File: src/rtl/perm_pkg.sv
package perm_pkg;

    localparam int CODE_W  = 4;
    localparam int LVL_W   = 2;
    localparam int KIND_W  = 2;
    localparam int RIGHT_W = 3;
    localparam int NUM_LVL = 1 << LVL_W;
    localparam int ENTRIES = 1 << CODE_W;

    typedef logic [RIGHT_W-1:0] rights_t;

    typedef enum logic [KIND_W-1:0] {
        ACC_READ  = 2'd0,
        ACC_WRITE = 2'd1,
        ACC_EXEC  = 2'd2,
        ACC_RSVD  = 2'd3
    } acc_kind_e;

    typedef enum logic [1:0] {
        FLT_NONE     = 2'd0,
        FLT_ABSENT   = 2'd1,
        FLT_NO_RIGHT = 2'd2
    } fault_e;

    typedef struct packed {
        logic   valid;
        logic   allow;
        fault_e fault;
    } result_t;

    // Hierarchical power-up contents: the low two code bits pick a
    // rights class, the high bits widen it downward from kernel.
    function automatic rights_t reset_rights(input int lvl, input int code);
        rights_t cls;
        int      spread;
        case (code % 4)
            0:       cls = 3'b001;
            1:       cls = 3'b101;
            2:       cls = 3'b011;
            default: cls = 3'b111;
        endcase
        spread = code / 4;
        if (lvl >= (NUM_LVL - 1 - spread)) begin
            return cls;
        end
        return '0;
    endfunction

endpackage

File: src/rtl/perm_level_bank.sv
module perm_level_bank
    import perm_pkg::*;
#(
    parameter int LEVEL = 0
) (
    input  logic              clk,
    input  logic              rst_n,
    input  logic              wr_en,
    input  logic [CODE_W-1:0] wr_idx,
    input  rights_t           wr_data,
    input  logic              rd_en,
    input  logic [CODE_W-1:0] rd_idx,
    output rights_t           rd_data
);

    typedef struct packed {
        logic [ENTRIES-1:0][RIGHT_W-1:0] mem;
    } bank_state_t;

    bank_state_t st_d, st_q;

    always_comb begin
        st_d = st_q;
        if (wr_en) begin
            st_d.mem[wr_idx] = wr_data;
        end
    end

    always_ff @(posedge clk) begin
        if (!rst_n) begin
            for (int i = 0; i < ENTRIES; i++) begin
                st_q.mem[i] <= reset_rights(LEVEL, i);
            end
        end else begin
            st_q <= st_d;
        end
    end

    // Read port sees the registered contents, so a write in the same
    // cycle is not visible to the read until the next cycle.
    always_comb begin
        rd_data = '0;
        if (rd_en) begin
            rd_data = st_q.mem[rd_idx];
        end
    end

    // a write lands in the addressed triple
    a_r6_write_lands: assert property (@(posedge clk) disable iff (!rst_n)
        wr_en |=> st_q.mem[$past(wr_idx)] == $past(wr_data));

    // without a write the bank keeps its contents
    a_r6_bank_stable: assert property (@(posedge clk) disable iff (!rst_n)
        !wr_en |=> $stable(st_q));

endmodule

File: config.mk
export PLATFORM = sky130hd
export DESIGN_NAME = perm_level_bank
export DESIGN_NICKNAME = d
export VERILOG_FILES = /design/src/rtl/perm_pkg.sv /design/src/rtl/perm_level_bank.sv
export SDC_FILE = /design/constraint.sdc
export NUM_CORES = 1
export LEC_CHECK = 0
export CORE_MARGIN = 4
export CORE_UTILIZATION = 58
export CTS_CLUSTER_DIAMETER = 120
export CTS_CLUSTER_SIZE = 16
export DETAILED_ROUTE_END_ITERATION = 8
export MAX_ROUTING_LAYER = met4
export PLACE_DENSITY = 0.76
export RECOVER_POWER = 100
export SLEW_MARGIN = 25
export SYNTH_ARGS = -nofsm -noshare
export SYNTH_HDL_FRONTEND = slang
export SYNTH_SLANG_ARGS = --single-unit
export TNS_END_PERCENT = 50
File: constraint.sdc
create_clock -name clk -period 2.3 [get_ports clk]
set_input_delay 0.23 -clock clk [delete_from_list [all_inputs] [get_ports clk]]
set_output_delay 0.23 -clock clk [all_outputs]
set_load 0.005 [all_outputs]
==> impl_metrics.csv <==
group,metric,value,unit
timing,drv_slew,0,
global_routing,grt_use_met2,35.7,%
yosys,yosys.area.top_type,"dfxtp_1",
global_routing,grt_max_degree,30,
global_routing,grt_usage,23.3,%
route,wl_per_cell,18.6,µm
yosys,muxShareOfSynthArea,28.9,%
setup_path,crit_path_end_kind,"primary output",
clocking,cts_tree,"built",
place,dpl.hpwl,4060,µm
power,switching_power,384,µW
cells_and_area,antennaDiodeCount,0,
yosys,ys_seq_elements,48,
yosys,yosysTopAreaCellShare,29.1,%
place,portBuffers,17,
timing,hold_violations,0,
route,vias_per_cell,6.09,
power,p_leak,0.00111,µW
cells_and_area,syn_to_final_growth,15.1,%
clocking,postCtsHoldBufs,0,
timing,fin_skew,0,ns
setup_path,cp-startpoint,"st_q[47]",
yosys,synth_area,2470,µm²
clocking,path_clk_slew,0.09,ns
timing,tightestPinTransition,0.714,ns
yosys,syn_area_per_cell,11.1,µm²
power,p_sw_share,23.3,%
power,p_seq_share,54.9,%
clocking,cts_root_buf,"clkbuf_8",
yosys,synthCells,222,
timing,min_period,2.23,ns
status,status,"finished clean",
clocking,clockBufferDepth,2,
floorplanning,initial_core_util,61.0,%
yosys,async_flop_share,0,%
cells_and_area,layout.cells.non_filler,301,
setup_path,cp_max_fo,2,
power,internal_power,1270,µW
yosys,yosys_most_used_dff,"dfxtp_1",
yosys,synth_edf_count,12,
timing,fmax,448,MHz
place,gp_congestion,0.917,
run,drv_cap,0,
yosys,ys_warn_count,0,
clocking,clk_latency,0.29,ns
setup_path,cp_data_required_time,2.07,ns
global_routing,grt_busiest_layer,"met2",
route,post-route-drc-count,0,
floorplanning,coreArea,4060,µm²
timing,maxSlewHeadroom,52.2,%
yosys,synth_cell_type_count,29,
power,clock_power_share,32.8,%
yosys,synth_compound_area_share,6.27,%
yosys,synth_area_leaders,"dfxtp_1 29%, mux2i_1 15%, edfxtp_1 15%, mux4_2 8.2%, nor2b_1 7.1%",
hold_path,hold_class,"register to register",
route,drt_iter0_drc,113,
timing,finalSetupTns,0,ns
floorplanning,dieWidth,73.3,µm
cells_and_area,drive_gt1_share,13.1,%
place,dp_cells,290,
global_routing,overflow,0,
timing,finalCritPeriodShare,97.1,%
floorplanning,die_height,73.3,µm
setup_path,r2r-start,"st_q[41]",
global_routing,use_met3,4.38,%
yosys,yosysMostFrequentCell,"mux2i_1",
route,ant_nets,0,
clocking,cts-buffers-inserted,5,
route,vias,1833,
power,power.share.combinational,12.3,%
yosys,synthesis.nets,237,
timing,setup-violations-final,0,
setup_path,cp.arrival,2.00,ns
yosys,synthAdderAreaFrac,0,%
global_routing,grt_first_pass_wirelength,9160,µm
yosys,synth_top_family_by_area,"multiplexers",
power,ir_worst_vdd,0.407,mV
setup_path,cp-start-kind,"register",
clocking,clock_sinks,48,
yosys,yosysSeqAreaShare,43.7,%
yosys,synth-simple-area-share,17.9,%
power,p_per_area,579,nW/µm²
timing,rsz0062_at_grt,"no",
global_routing,grt_pass1_vias,1786,
cells_and_area,final_nets,265,
floorplanning,rows,23,
clocking,ctsHtreeMaxLevel,2,
route,wirelength,5600,µm
yosys,ys_top_cells_by_count,"38 x mux2i_1, 36 x dfxtp_1, 28 x nor2b_1",
yosys,synth_xor_area_share,0,%
global_routing,met1_usage,31.0,%
route,dr.pass1.iters,5,
floorplanning,io_pins,18,
floorplanning,dieArea,5380,µm²
global_routing,antenna_found_initial,0,
setup_path,worstSetupPathType,"register to primary output",
[critical path: stages, from the launching register on]
cell and delay, ns:
edfxtp_1 0.40, mux4_2 0.49, mux4_2 0.47, and2_0 0.15
clkdlybuf4s15_1 0.20
[cells by family (layout without fill, tap and decap cells)]
| logic type | Yosys count | count (layout) |
|---|---|---|
| multiplexers | 52 | 52 |
| AO/OA/AOI/OAI | 25 | 25 |
| AND/OR/NAND/NOR | 79 | 79 |
| flip-flops | 48 | 48 |
| buffers and inverters | 18 | 47 |
[through the flow]
stage          hold slack, ns  util [%]  setup slack (ns)  cell area [µm²]  total power [µW]
4_1_cts                 0.482      71.0           0.00731             2880              1660
2_1_floorplan           0.396         -             0.586             2470              1040
3_3_place_gp            0.457      68.5            -0.415             2780              1120
3_5_place_dp            0.471      68.5            -0.482             2780              1130
5_1_grt                 0.495      70.2            0.0122             2850              1710
6_report                0.476      70.2            0.0672             2850              1650
[cell usage in the layout (no fill, tap or decap), drive strengths merged]
master and count:
nor3b 2, nor3 3, nand2 16, a21boi 10, clkdlybuf4s15 2, dfxtp 36, nand3b 1, dlygate4sd3 4
or4 1, o211ai 1, mux2i 38, nand4 1, dlygate4sd2 2, nand2b 4, nand3 10, nor4b 1
inv 1, nor2b 28, a21o 1, nand4b 2, or3 1, o21ai 13, buf 14, edfxtp 12
nor2 7, mux4 14, clkdlybuf4s50 8, clkbuf 16, and2 2
[per-layer routing]
layer / vias to the layer above / wire [µm]
met1: 886 / 2440
met3: 9 / 369
met4: 0 / 81
met2: 76 / 2710
li1: 862 / -
met5: - / 0
[power by group through the flow]
| stage | Sequential [µW] | Combinational (µW) | Clock, µW |
|---|---|---|---|
| 2_1_floorplan | 916 | 120 | 0 |
| 3_3_place_gp | 923 | 197 | 0 |
| 3_5_place_dp | 924 | 203 | 0 |
| 4_1_cts | 904 | 205 | 548 |
| 5_1_grt | 908 | 216 | 588 |
| 6_report | 905 | 203 | 541 |
[cell type report]
type | instances | area, µm²
well taps | 50 | 62.6
fillers | 305 | 1210
multi-input cells | 156 | 1290
clock buffers | 8 | 100
repair buffers | 38 | 307
inverters | 1 | 3.75
flip-flops and latches | 48 | 1080
[worst paths after layout]
kind           endpoint  slack [ns]  cells after the start
min            register        0.48                      2
max          rd_data[2]        0.07                      4
min reg2reg    register        0.48                      2
max reg2reg    st_q[41]        1.27                      3
[repair_timing]
action | CTS | global route
endpoints found under the hold margin | 0 | 0
gates resized for setup | 11 | 2
buffers inserted | 1 | 2
pin swaps | 4 | 0
endpoints found under the setup margin | 3 | 2
Note: power is estimated with default switching activity, not from simulation.
